### src/rtl/i2c_xfer_flag_pkg.sv
package i2c_xfer_flag_pkg;
  // Control register field positions
  localparam int FLAG_B   = 0;
  localparam int IE_B     = 1;
  localparam int START_B  = 2;
  localparam int MSEL_B   = 3;
  localparam int ACKSEL_B = 4;
  localparam int MIN_W    = 5;

  // Controller takes part in the transfer
  function automatic logic involved(input logic m, input logic a,
                                    input logic g, input logic l);
    return m | a | g | l;
  endfunction

  // Flag sets before the acknowledge slot
  function automatic logic early_point(input logic acksel, input logic rx);
    return acksel & rx;
  endfunction

  // Byte-end strobe that counts for the current mode
  function automatic logic byte_end(input logic acksel, input logic rx,
                                    input logic bits_done, input logic ack_done);
    return early_point(acksel, rx) ? bits_done : ack_done;
  endfunction
endpackage

### src/rtl/i2c_xfer_ctrl.sv
module i2c_xfer_ctrl
  import i2c_xfer_flag_pkg::*;
#(
  parameter int DATA_W = 8
) (
  input  logic              clk,
  input  logic              rst_n,
  input  logic              clr_all,
  input  logic              wr_en,
  input  logic [DATA_W-1:0] wr_data,
  output logic              wr_acc,
  output logic              ie_q,
  output logic              msel_q,
  output logic              acksel_q,
  output logic              start_cmd,
  output logic              stop_cmd,
  output logic              start_req,
  output logic              stop_req
);
  assign wr_acc    = wr_en & ~clr_all;
  assign start_cmd = wr_acc & wr_data[START_B];
  assign stop_cmd  = wr_acc & msel_q & ~wr_data[MSEL_B];

  always_ff @(posedge clk or negedge rst_n) begin
    if (!rst_n) begin
      ie_q     <= 1'b0;
      msel_q   <= 1'b0;
      acksel_q <= 1'b0;
    end else if (clr_all) begin
      ie_q     <= 1'b0;
      msel_q   <= 1'b0;
      acksel_q <= 1'b0;
    end else if (wr_acc) begin
      ie_q     <= wr_data[IE_B];
      msel_q   <= wr_data[MSEL_B];
      acksel_q <= wr_data[ACKSEL_B];
    end
  end

  always_ff @(posedge clk or negedge rst_n) begin
    if (!rst_n) begin
      start_req <= 1'b0;
      stop_req  <= 1'b0;
    end else begin
      start_req <= start_cmd;
      stop_req  <= stop_cmd;
    end
  end

  a_r8_start_pulse: assert property (@(posedge clk) disable iff (!rst_n)
    start_cmd |=> start_req);
  a_r8_stop_pulse: assert property (@(posedge clk) disable iff (!rst_n)
    stop_cmd |=> stop_req);
  a_r9_ctrl_cleared: assert property (@(posedge clk) disable iff (!rst_n)
    clr_all |=> (!ie_q && !msel_q && !acksel_q));
endmodule

### src/rtl/i2c_xfer_flagcore.sv
module i2c_xfer_flagcore
  import i2c_xfer_flag_pkg::*;
(
  input  logic clk,
  input  logic rst_n,
  input  logic clr_all,
  input  logic bits_done,
  input  logic ack_done,
  input  logic rx_data,
  input  logic acksel,
  input  logic m_mode,
  input  logic addressed,
  input  logic gencall,
  input  logic arb_lost,
  input  logic wr_acc,
  input  logic wr_flag_bit,
  input  logic cmd_clr,
  output logic set_evt,
  output logic flag_q
);
  assign set_evt = involved(m_mode, addressed, gencall, arb_lost) &
                   byte_end(acksel, rx_data, bits_done, ack_done);

  logic sw_clr;
  assign sw_clr = wr_acc & ~wr_flag_bit;

  // Priority: disable/bus error, then set event, then command or software clear
  always_ff @(posedge clk or negedge rst_n) begin
    if (!rst_n)       flag_q <= 1'b0;
    else if (clr_all) flag_q <= 1'b0;
    else if (set_evt) flag_q <= 1'b1;
    else if (cmd_clr) flag_q <= 1'b0;
    else if (sw_clr)  flag_q <= 1'b0;
  end

  a_r2_set_on_event: assert property (@(posedge clk) disable iff (!rst_n)
    (set_evt && !clr_all) |=> flag_q);
  a_r4_write_one_inert: assert property (@(posedge clk) disable iff (!rst_n)
    (wr_acc && wr_flag_bit && !set_evt && !flag_q) |=> !flag_q);
  a_r10_set_beats_clear: assert property (@(posedge clk) disable iff (!rst_n)
    (set_evt && sw_clr && !clr_all) |=> flag_q);
  a_r9_flag_cleared: assert property (@(posedge clk) disable iff (!rst_n)
    clr_all |=> !flag_q);
endmodule

### src/rtl/i2c_xfer_flag.sv
module i2c_xfer_flag
  import i2c_xfer_flag_pkg::*;
#(
  parameter int DATA_W = 8
) (
  input  logic              clk,
  input  logic              rst_n,
  input  logic              i_en,
  input  logic              i_bus_err,
  input  logic              i_bits_done,
  input  logic              i_ack_done,
  input  logic              i_rx_data,
  input  logic              i_master,
  input  logic              i_addressed,
  input  logic              i_gencall,
  input  logic              i_arb_lost,
  input  logic              wr_en,
  input  logic [DATA_W-1:0] wr_data,
  input  logic              rd_en,
  input  logic              rd_rmw,
  output logic [DATA_W-1:0] rd_data,
  output logic              o_irq,
  output logic              o_scl_hold,
  output logic              o_start_req,
  output logic              o_stop_req
);
  initial begin
    if (DATA_W < MIN_W) $error("DATA_W too small for control fields");
  end

  logic clr_all, wr_acc, ie_q, msel_q, acksel_q;
  logic start_cmd, stop_cmd, cmd_clr, set_evt, flag_q;

  assign clr_all = ~i_en | i_bus_err;
  assign cmd_clr = i_master & (start_cmd | stop_cmd);

  i2c_xfer_ctrl #(.DATA_W(DATA_W)) u_ctrl (
    .clk(clk), .rst_n(rst_n), .clr_all(clr_all),
    .wr_en(wr_en), .wr_data(wr_data), .wr_acc(wr_acc),
    .ie_q(ie_q), .msel_q(msel_q), .acksel_q(acksel_q),
    .start_cmd(start_cmd), .stop_cmd(stop_cmd),
    .start_req(o_start_req), .stop_req(o_stop_req)
  );

  i2c_xfer_flagcore u_flag (
    .clk(clk), .rst_n(rst_n), .clr_all(clr_all),
    .bits_done(i_bits_done), .ack_done(i_ack_done), .rx_data(i_rx_data),
    .acksel(acksel_q), .m_mode(i_master), .addressed(i_addressed),
    .gencall(i_gencall), .arb_lost(i_arb_lost),
    .wr_acc(wr_acc), .wr_flag_bit(wr_data[FLAG_B]), .cmd_clr(cmd_clr),
    .set_evt(set_evt), .flag_q(flag_q)
  );

  assign o_irq      = flag_q & ie_q;
  assign o_scl_hold = flag_q;

  always_comb begin
    rd_data = '0;
    if (rd_en) begin
      rd_data[FLAG_B]   = flag_q | rd_rmw;
      rd_data[IE_B]     = ie_q;
      rd_data[MSEL_B]   = msel_q;
      rd_data[ACKSEL_B] = acksel_q;
    end
  end

  a_r1_irq_needs_enable: assert property (@(posedge clk) disable iff (!rst_n)
    o_irq |-> (ie_q && o_scl_hold));
  a_r6_hold_while_set: assert property (@(posedge clk) disable iff (!rst_n)
    flag_q |-> o_scl_hold);
  a_r5_cmd_clears: assert property (@(posedge clk) disable iff (!rst_n)
    (cmd_clr && !set_evt) |=> !o_scl_hold);
endmodule

### config.mk
export PLATFORM = sky130hd
export DESIGN_NAME = i2c_xfer_flag
export DESIGN_NICKNAME = d
export VERILOG_FILES = /design/src/rtl/i2c_xfer_flag_pkg.sv /design/src/rtl/i2c_xfer_ctrl.sv /design/src/rtl/i2c_xfer_flagcore.sv /design/src/rtl/i2c_xfer_flag.sv
export SDC_FILE = /design/constraint.sdc
export NUM_CORES = 1
export LEC_CHECK = 0
export BUFFER_PORTS_ARGS = -buffer_cell sky130_fd_sc_hd__buf_2
export CORE_AREA = 2 2 39 41
export DETAILED_ROUTE_END_ITERATION = 8
export DIE_AREA = 0 0 41 43
export GPL_TIMING_DRIVEN = 0
export PLACE_DENSITY = 0.61
export SKIP_LAST_GASP = 1
export SLEW_MARGIN = 0
export SYNTH_ARGS = -nofsm -noshare
export SYNTH_HDL_FRONTEND = slang
export SYNTH_SLANG_ARGS = --single-unit
### constraint.sdc
create_clock -name clk -period 3.1 [get_ports clk]
set_clock_uncertainty 0.2 [all_clocks]
set_input_delay 0.31 -clock clk [delete_from_list [all_inputs] [get_ports clk]]
set_output_delay 0.31 -clock clk [all_outputs]
set_load 0.005 [all_outputs]
==> results of run 1 <==
==> sequential cells by signal, summed over array words and instances, names as in the netlist <==
signal            cells
u_ctrl.acksel_q       1
u_ctrl.ie_q           1
u_ctrl.msel_q         1
u_ctrl.start_req      1
u_ctrl.stop_req       1
u_flag.flag_q         1
==> power by group <==
group	switching [mW]	internal, mW
clock	0.0247	0.0436
combinational	0.0138	0.0202
sequential	0.00163	0.0810
total	0.0401	0.145
==> final cells by class <==
type | instances | area (µm²) | area share
buffer | 5 | 35.03 | 0.06422
inverter | 1 | 3.754 | 0.006881
sequential | 6 | 150.1 | 0.2752
tap | 16 | 20.02 | 0.03670
multi-input combinational | 27 | 178.9 | 0.3280
timing repair buffer | 26 | 135.1 | 0.2477
clock buffer | 3 | 22.52 | 0.04128
==> metrics by stage <==
| stage | instance area, µm² | hold slack [ps] |
|---|---|---|
| after floorplan | 367.9 | -185.6 |
| after global placement | 513.0 | -64.81 |
| after detailed placement | 513.0 | -62.14 |
| after CTS | 545.5 | 112.5 |
| after global routing | 545.5 | 126.1 |
| final | 545.5 | 119.0 |
==> synthesized netlist by cell type <==
cell and number:
and3_2 1, inv_1 1, o311a_1 1, nand2_1 2
buf_2 1, o22ai_1 1, nor2_1 3, nor2b_4 1
buf_4 4, and2_2 1, and3_1 1, o21a_1 1
nor2b_1 1, and2_1 3, o41ai_1 1, dfrtp_1 6
mux2i_1 4, conb_1 1, nand2b_1 2
==> what timing repair did <==
action | 4_1_cts | 5_1_grt
hold buffers | 1 | 0
hold endpoints to repair | 6 | 0
setup buffers | 0 | 0
==> critical path: cells and delay by family, from the launching register on <==
| kind | cells | cell delay (ps) |
|---|---|---|
| flops | 1 | 400 |
| compound gates | 1 | 190 |
| buf+inv | 1 | 120 |
==> final timing paths <==
kind                               start               end  slack (ps)  cells after the start
max                        u_flag.flag_q        rd_data[0]        1650                      2
min                           wr_data[1]       u_ctrl.ie_q         120                      3
max reg2reg                u_ctrl.msel_q     u_flag.flag_q        1870                      3
min reg2reg                  u_ctrl.ie_q       u_ctrl.ie_q         320                      2
max in group asynchronous          rst_n   u_ctrl.acksel_q        2330                      2
min in group asynchronous          rst_n  u_ctrl.start_req         230                      2
==> routing by layer <==
metal	track usage	vias to the layer above
met1	0.1130	138
met5	0	-
met3	0.03141	0
met4	0.1000	0
li1	-	177
met2	0.1469	21
==> logic make-up (layout without fill, tap and decap cells) <==
group | Yosys count | after routing
compound gates | 4 | 4
buf+inv | 6 | 35
mux | 4 | 4
simple gates | 15 | 15
flops | 6 | 6
other cells | 1 | 4
==> key figures, run 1 <==
Run status
  • Status: complete, no violations

CTS
  • TritonCTS clock tree: yes
  • CTS resizes: 0
  • Max clock buf depth: 2
  • Worst-path clk slew: roughly 40 ps
  • TritonCTS Sinks: 6
  • H-tree levels: 1
  • CTS root buf: clkbuf_4
  • TritonCTS Buffers: 3
  • Later-pin clock latency in the skew report: between 200 and 250 ps

Setup path
  • CP max FO: 4
  • Setup Crit Path Kind: flop to output pin
  • Worst EP arrival: between 900 and 1000 ps
  • Critical-path cell list: o21a_1 > buf_2
  • CP max stage cell: dfrtp_1
  • Worst setup SP type: flop
  • Largest stage delay on the critical path: 400 ps
  • Crit path capture type: output pin
  • Required @ worst endpoint: between 2000 and 3000 ps

Logic synthesis
  • Post-Synthesis Cells: 36
  • Post-Syn Area per Cell: a little under 10 µm²
  • Post-synthesis simple-gate area fraction: 0.2561
  • Mux cell area share after synthesis: 0.1123
  • Register bit count reported by yosys: 6
  • Ys Warns: 0
  • Synth area leader: dfrtp_1
  • Post-Synth XOR/XNOR Area: 0
  • Synth Area in Compound Gates: 0.09123
  • Largest family of logic cells by synthesized area: simple AND/OR/NAND/NOR gates
  • Area share of the largest cell type after synthesis: 0.4211
  • Largest cells by area after synthesis: dfrtp_1, mux2i_1, buf_4, and2_1, nor2b_4
  • Synth Area in Adders: 0
  • Synthesized area: between 300 and 400 µm²
  • Synth cell types: 19
  • Sequential area share after synthesis: 0.4211

Final layout
  • Layout cells sized above 1: 0.5294
  • Ant diodes: 0
  • Synth-to-Final Area Change: 52.98%
  • Most frequent cells in the layout: buf_2, dfrtp_1, mux2i_1, buf_4, conb_1
  • Most common cell after layout, fill and taps aside: buf_2
  • Post-Route Utilization: 0.3942
  • Non-Filler Instances: between 80 and 90
  • Layout fillers: 150
  • Layout Nets: between 90 and 100

Drt
  • Post-Route M1 WL: a little under 300 µm
  • Met3 wire length: about 80 µm
  • DRT antenna net count: 0
  • Total iterations of the first detailed-routing run: 4
  • Post-Route WL: just over 700 µm
  • Via count: about 340
  • Iteration-0 DRC Markers: 5
  • DRC viols: 0
  • DR vias/cell: ~4
  • WL met2: approximately 350 µm
  • Routed WL per cell: 8.643 µm
  • Top Layer Used: met3

GRT
  • First-pass GRT wire length: roughly 1200 µm
  • Pin count of the biggest net entering global routing: 7
  • Initial antenna violation count: 0
  • Congestion Overflow GR: 0
  • Total GRT Usage: 0.1034
  • Vias in the first global route: 314

Timing
  • Final period util: 0.4680
  • Setup violators final: 0
  • Fmax: roughly 690 MHz
  • Minimum clock period: 1451 ps
  • RSZ-0062 raised after global routing: false
  • Final TNS setup: 0 ps
  • Final hold viol count: 0
  • Max Slew Vio Count: 0
  • Final setup margin: roughly 1600 ps

Power and ir drop
  • Leak Pwr: 0.3286 nW
  • Power Total: about 180 µW
  • Pwr Density: 338.8 nW/µm²
  • Maximum VDD drop: a little over 0.1 mV

Placed design
  • RePlAce Congestion: about 0.70
  • Dpl cells: 80
  • Pre-CTS setup slack: between 1500 and 2000 ps
  • Port Buffer Count: 25

Floorplanning
  • Die width: roughly 41 µm
  • Full die area: roughly 1800 µm²
  • Die Ht: approximately 43 µm
  • Num rows: 14
  • Initial Util: 0.2577
  • Core area: 1384 µm²
  • IO Pins: 34

Flow run
  • Max-Cap Viols: 0

Min path
  • Hold crit path type: primary input to flop
No activity file was read; power rests on OpenSTA's default activity.
==> run 2, diff against run 1 <==
--- a/config.mk
+++ b/config.mk
@@ -10,7 +10,7 @@
 export DETAILED_ROUTE_END_ITERATION = 8
 export DIE_AREA = 0 0 41 43
 export GPL_TIMING_DRIVEN = 0
-export PLACE_DENSITY = 0.61
+export PLACE_DENSITY = 0.63
 export SKIP_LAST_GASP = 1
 export SLEW_MARGIN = 0
 export SYNTH_ARGS = -nofsm -noshare
==> constraint.sdc (replaced) <==
create_clock -name clk -period 1.2 [get_ports clk]
set_clock_uncertainty 0.2 [all_clocks]
set_input_delay 0.12 -clock clk [delete_from_list [all_inputs] [get_ports clk]]
set_output_delay 0.12 -clock clk [all_outputs]
set_load 0.005 [all_outputs]
==> key figures, run 2 (same netlist as run 1, synthesis figures left out) <==
Timing
  • Fmax: between 800 and 900 MHz
  • Minimum clock period: approximately 1200 ps
  • Final TNS setup: -55.80 ps
  • Max Slew Vio Count: 0
  • WHS: -26.41 ps
  • Final period util: 1.031
  • Final setup margin: -37.14 ps
  • RSZ-0062 raised after global routing: true
  • Final hold viol count: 1
  • Setup violators final: 4

Drt
  • DRC viols: 0
  • Via count: about 370
  • Post-Route WL: approximately 780 µm
  • Iteration-0 DRC Markers: 2
  • Total iterations of the first detailed-routing run: 2
  • DR vias/cell: about 4.0
  • Routed WL per cell: ~8.5 µm
  • DRT antenna net count: 0

CTS
  • TritonCTS clock tree: yes
  • Later-pin clock latency in the skew report: around 230 ps
  • CTS root buf: clkbuf_4
  • H-tree levels: 1
  • TritonCTS Sinks: 6
  • Max clock buf depth: 2
  • Worst-path clk slew: ~40 ps
  • TritonCTS Buffers: 3

Final layout
  • Synth-to-Final Area Change: 73.68%
  • Layout Nets: 100
  • Most frequent cells in the layout: buf_2, buf_4, dlygate4sd3_1, dfrtp_1
  • Layout cells sized above 1: 0.5132
  • Most common cell after layout, fill and taps aside: buf_2
  • Ant diodes: 0

Flow run
  • Max-Cap Viols: 0

Floorplanning
  • Num rows: 14
  • IO Pins: 34
  • Full die area: ~1800 µm²
  • Die Ht: around 43 µm
  • Initial Util: 0.2577
  • Die width: between 40 and 50 µm
  • Core area: about 1400 µm²

Power and ir drop
  • Part of the power in registers: 0.432
  • Pwr Density: between 700 and 800 nW/µm²
  • Internal Power: roughly 390 µW
  • Clock share of power: 0.351
  • Leak Pwr: between 0.3 and 0.4 nW
  • Switching share of power: 0.2119
  • Gate power share: 0.217
  • Power Total: a little under 500 µW
  • Psw: 104.7 µW
  • Maximum VDD drop: 0.3474 mV

Setup path
  • Crit path capture type: output pin
  • Worst EP arrival: about 900 ps
  • CP max stage cell: dfrtp_1
  • Required @ worst endpoint: between 800 and 900 ps
  • Reg2Reg Depth: 3
  • Flop2flop setup slack: -10 ps
  • CP max FO: 4
  • Setup Crit Path Kind: flop to output pin
  • Buf+Inv Stages, Crit Path: 1
  • Worst R2R Start: u_ctrl.msel_q
  • Largest stage delay on the critical path: 400 ps
  • R2R Path End: u_flag.flag_q
  • Crit-path leading delay family: flip-flops
  • Worst setup SP type: flop
  • Worst Setup SP: u_flag.flag_q
  • Critical-path cell list: o21a_1 > buf_2

Min path
  • Hold crit path type: primary input to flop
  • WHS Endpoint: u_flag.flag_q
  • Worst Hold Launch: i_ack_done
  • Hold-critical path depth: 3

Run status
  • Failing checks: negative hold slack, negative setup slack
  • Status: finished with violations

Placed design
  • Port Buffer Count: 25
  • Pre-CTS setup slack: -26.54 ps
  • RePlAce Congestion: between 0.6 and 0.7

GRT
  • Congestion Overflow GR: 0
  • Pin count of the biggest net entering global routing: 7
  • Vias in the first global route: 308
  • Total GRT Usage: 0.1023
  • First-pass GRT wire length: approximately 1200 µm
  • Initial antenna violation count: 0
## run 2: cell count changes in the layout (fill, tap and decap cells not counted)
cell           before  now
and2_2              1    0
and2_4              0    1
buf_4               4    7
dlygate4sd3_1       1    6
## run 2: cell type report
class	count	area (µm²)
fill	150	764.5
timing repair buffer	34	207.7
multi-input combinational	27	180.2
sequential	6	150.1
buffer	5	35.03
clock buffer	3	22.52
tap	16	20.02
inverter	1	3.754
## run 2: routing by layer
| metal | vias to the layer above | routed length (µm) | global-route usage |
|---|---|---|---|
| li1 | 194 | - | - |
| met1 | 153 | 286 | 0.1060 |
| met2 | 21 | 408 | 0.1594 |
| met3 | 0 | 87 | 0.03141 |
| met4 | 0 | 0 | 0.08000 |
| met5 | - | 0 | 0 |
## run 2: worst max-delay path by stage
stage	endpoint	depth (start not counted)
6_report	rd_data[0]	2
5_1_grt	rd_data[0]	2
4_1_cts	rd_data[0]	2
3_5_place_dp	u_flag.flag_q	3
3_3_place_gp	u_flag.flag_q	3
2_1_floorplan	u_flag.flag_q	3
## run 2: metrics by stage
step	std cells	utilization	instance area [µm²]
CTS	90	0.4367	604.3
floorplan	39	-	367.9
detailed placement	80	0.3707	513.0
global route	92	0.4476	619.3
finish	92	0.4476	619.3
global placement	80	0.3707	513.0
## run 2: repair_timing
action | in CTS | in global routing
gates resized for setup | 1 | 0
buffers inserted | 1 | 2
pin swaps | 2 | 1
endpoints found under the setup margin | 5 | 6
hold endpoints to repair | 10 | 0
hold buffers | 6 | 0
## run 2: power by group through the flow
stage	logic [mW]	registers (mW)	clock network, mW
2_1_floorplan	0.0418	0.216	0
3_3_place_gp	0.0857	0.216	0
3_5_place_dp	0.0868	0.216	0
4_1_cts	0.105	0.214	0.182
5_1_grt	0.121	0.214	0.189
6_report	0.107	0.214	0.173
## run 2: worst register-to-register path, delay by kind of cell, from the launching register on
kind	cells	cell delay [ps]
AO/OA/AOI/OAI	2	410
AND/OR/NAND/NOR	1	130
flip-flops	1	390
==> run 3, diff against run 2 <==
--- a/config.mk
+++ b/config.mk
@@ -11,7 +11,6 @@
 export DIE_AREA = 0 0 41 43
 export GPL_TIMING_DRIVEN = 0
 export PLACE_DENSITY = 0.63
-export SKIP_LAST_GASP = 1
 export SLEW_MARGIN = 0
 export SYNTH_ARGS = -nofsm -noshare
 export SYNTH_HDL_FRONTEND = slang
==> key figures, run 3 (same netlist as run 1, synthesis figures left out) <==
Run status
  • Status: finished with violations
  • Failing checks: negative hold slack, negative setup slack

CTS
  • TritonCTS Buffers: 3
  • Max clock buf depth: 2
  • Worst-path clk slew: about 40 ps
  • TritonCTS clock tree: yes
  • CTS root buf: clkbuf_4
  • TritonCTS Sinks: 6
  • Later-pin clock latency in the skew report: 230 ps
  • H-tree levels: 1

Timing
  • Fmax: about 810 MHz
  • Final setup margin: -36.67 ps
  • RSZ-0062 raised after global routing: true
  • Final hold viol count: 1
  • Max Slew Vio Count: 0
  • Final period util: 1.031
  • WHS: -26.41 ps
  • Setup violators final: 4
  • Minimum clock period: about 1200 ps

Min path
  • Hold crit path type: primary input to flop

Drt
  • DRC viols: 0
  • Met3 wire length: 84 µm
  • Top Layer Used: met3
  • DRT antenna net count: 0
  • WL met2: just over 400 µm
  • Iteration-0 DRC Markers: 2
  • Post-Route M1 WL: around 290 µm
  • Post-Route WL: approximately 790 µm
  • Total iterations of the first detailed-routing run: 2
  • Routed WL per cell: approximately 8.5 µm
  • DR vias/cell: 4.022
  • Via count: 370

Flow run
  • Max-Cap Viols: 0

Floorplanning
  • Initial Util: 0.2577
  • Die width: 41 µm
  • Num rows: 14
  • IO Pins: 34
  • Core area: between 1000 and 1500 µm²
  • Die Ht: about 43 µm
  • Full die area: between 1500 and 2000 µm²

Power and ir drop
  • Switching share of power: 0.2116
  • Gate power share: 0.218
  • Maximum VDD drop: between 0.3 and 0.4 mV
  • Part of the power in registers: 0.432
  • Clock share of power: 0.350
  • Leak Pwr: 0.3672 nW
  • Pwr Density: 791.0 nW/µm²
  • Psw: approximately 100 µW
  • Power Total: 494.9 µW
  • Internal Power: roughly 390 µW

Final layout
  • Layout cells sized above 1: 0.5132
  • Synth-to-Final Area Change: 75.44%
  • Layout Nets: 100
  • Ant diodes: 0
  • Most common cell after layout, fill and taps aside: buf_2
  • Most frequent cells in the layout: buf_2, buf_4, dlygate4sd3_1, dfrtp_1

GRT
  • Vias in the first global route: about 300
  • Total GRT Usage: 0.1023
  • Initial antenna violation count: 0
  • First-pass GRT wire length: 1166 µm
  • Pin count of the biggest net entering global routing: 7
  • Congestion Overflow GR: 0

Setup path
  • CP max FO: 4
  • Worst EP arrival: roughly 920 ps
  • Required @ worst endpoint: between 800 and 900 ps
  • Setup Crit Path Kind: flop to output pin
  • Worst setup SP type: flop
  • Crit path capture type: output pin

Placed design
  • Port Buffer Count: 25
  • RePlAce Congestion: between 0.6 and 0.7
[run 3: power by group through the flow]
stage	Clock, mW	Sequential [mW]	Combinational (mW)
CTS	0.182	0.214	0.106
finish	0.173	0.214	0.108
floorplan	0	0.216	0.0418
detailed placement	0	0.216	0.0868
global route	0.189	0.214	0.122
global placement	0	0.216	0.0857
[run 3: metrics by stage]
| stage | area, µm² | util | std cells | setup TNS, ps | setup slack (ps) |
|---|---|---|---|---|---|
| 2_1_floorplan | 367.9 | - | 39 | 0 | 25.40 |
| 3_3_place_gp | 513.0 | 0.3707 | 80 | -14.26 | -14.26 |
| 3_5_place_dp | 513.0 | 0.3707 | 80 | -26.54 | -26.54 |
| 4_1_cts | 610.6 | 0.4412 | 90 | -120.1 | -47.80 |
| 5_1_grt | 625.6 | 0.4521 | 92 | -277.6 | -77.79 |
| 6_report | 625.6 | 0.4521 | 92 | -54.93 | -36.67 |
[run 3: path summary, 6_finish.rpt]
| path | endpoint | startpoint | depth (start not counted) | slack (ps) |
|---|---|---|---|---|
| setup / recovery | rd_data[0] | u_flag.flag_q | 2 | -40 |
| hold / removal | u_flag.flag_q | i_ack_done | 3 | -30 |
| setup reg to reg | u_flag.flag_q | u_ctrl.msel_q | 3 | -10 |
| hold reg to reg | u_ctrl.acksel_q | u_ctrl.acksel_q | 2 | 360 |
| max in group asynchronous | u_ctrl.start_req | rst_n | 2 | 620 |
| min in group asynchronous | u_flag.flag_q | rst_n | 2 | 40 |
[run 3: worst max-delay path, cell delays in order, from the launching register on]
cell and delay (ps):
dfrtp_1 400, o21a_1 170, buf_2 120
[run 3: final cells by class]
cell class                      count  area, µm²
Fill cell                         150      758.2
Timing Repair Buffer               34      214.0
Sequential cell                     6      150.1
Multi-Input combinational cell     27      180.2
Buffer                              5      35.03
Tap cell                           16      20.02
Inverter                            1      3.754
Clock buffer                        3      22.52
[run 3: metal layers]
metal / GRT usage / vias to the layer above
met4: 0.08000 / 0
met1: 0.1060 / 155
met3: 0.03141 / 0
li1: - / 194
met5: 0 / -
met2: 0.1594 / 21
[run 3: timing repair]
action,in CTS,in global routing
endpoints found under the hold margin,10,0
cloned,0,0
hold buffers,6,0
endpoints found under the setup margin,5,6
buffers inserted,1,2
pin swaps,2,1
resized for setup,2,0
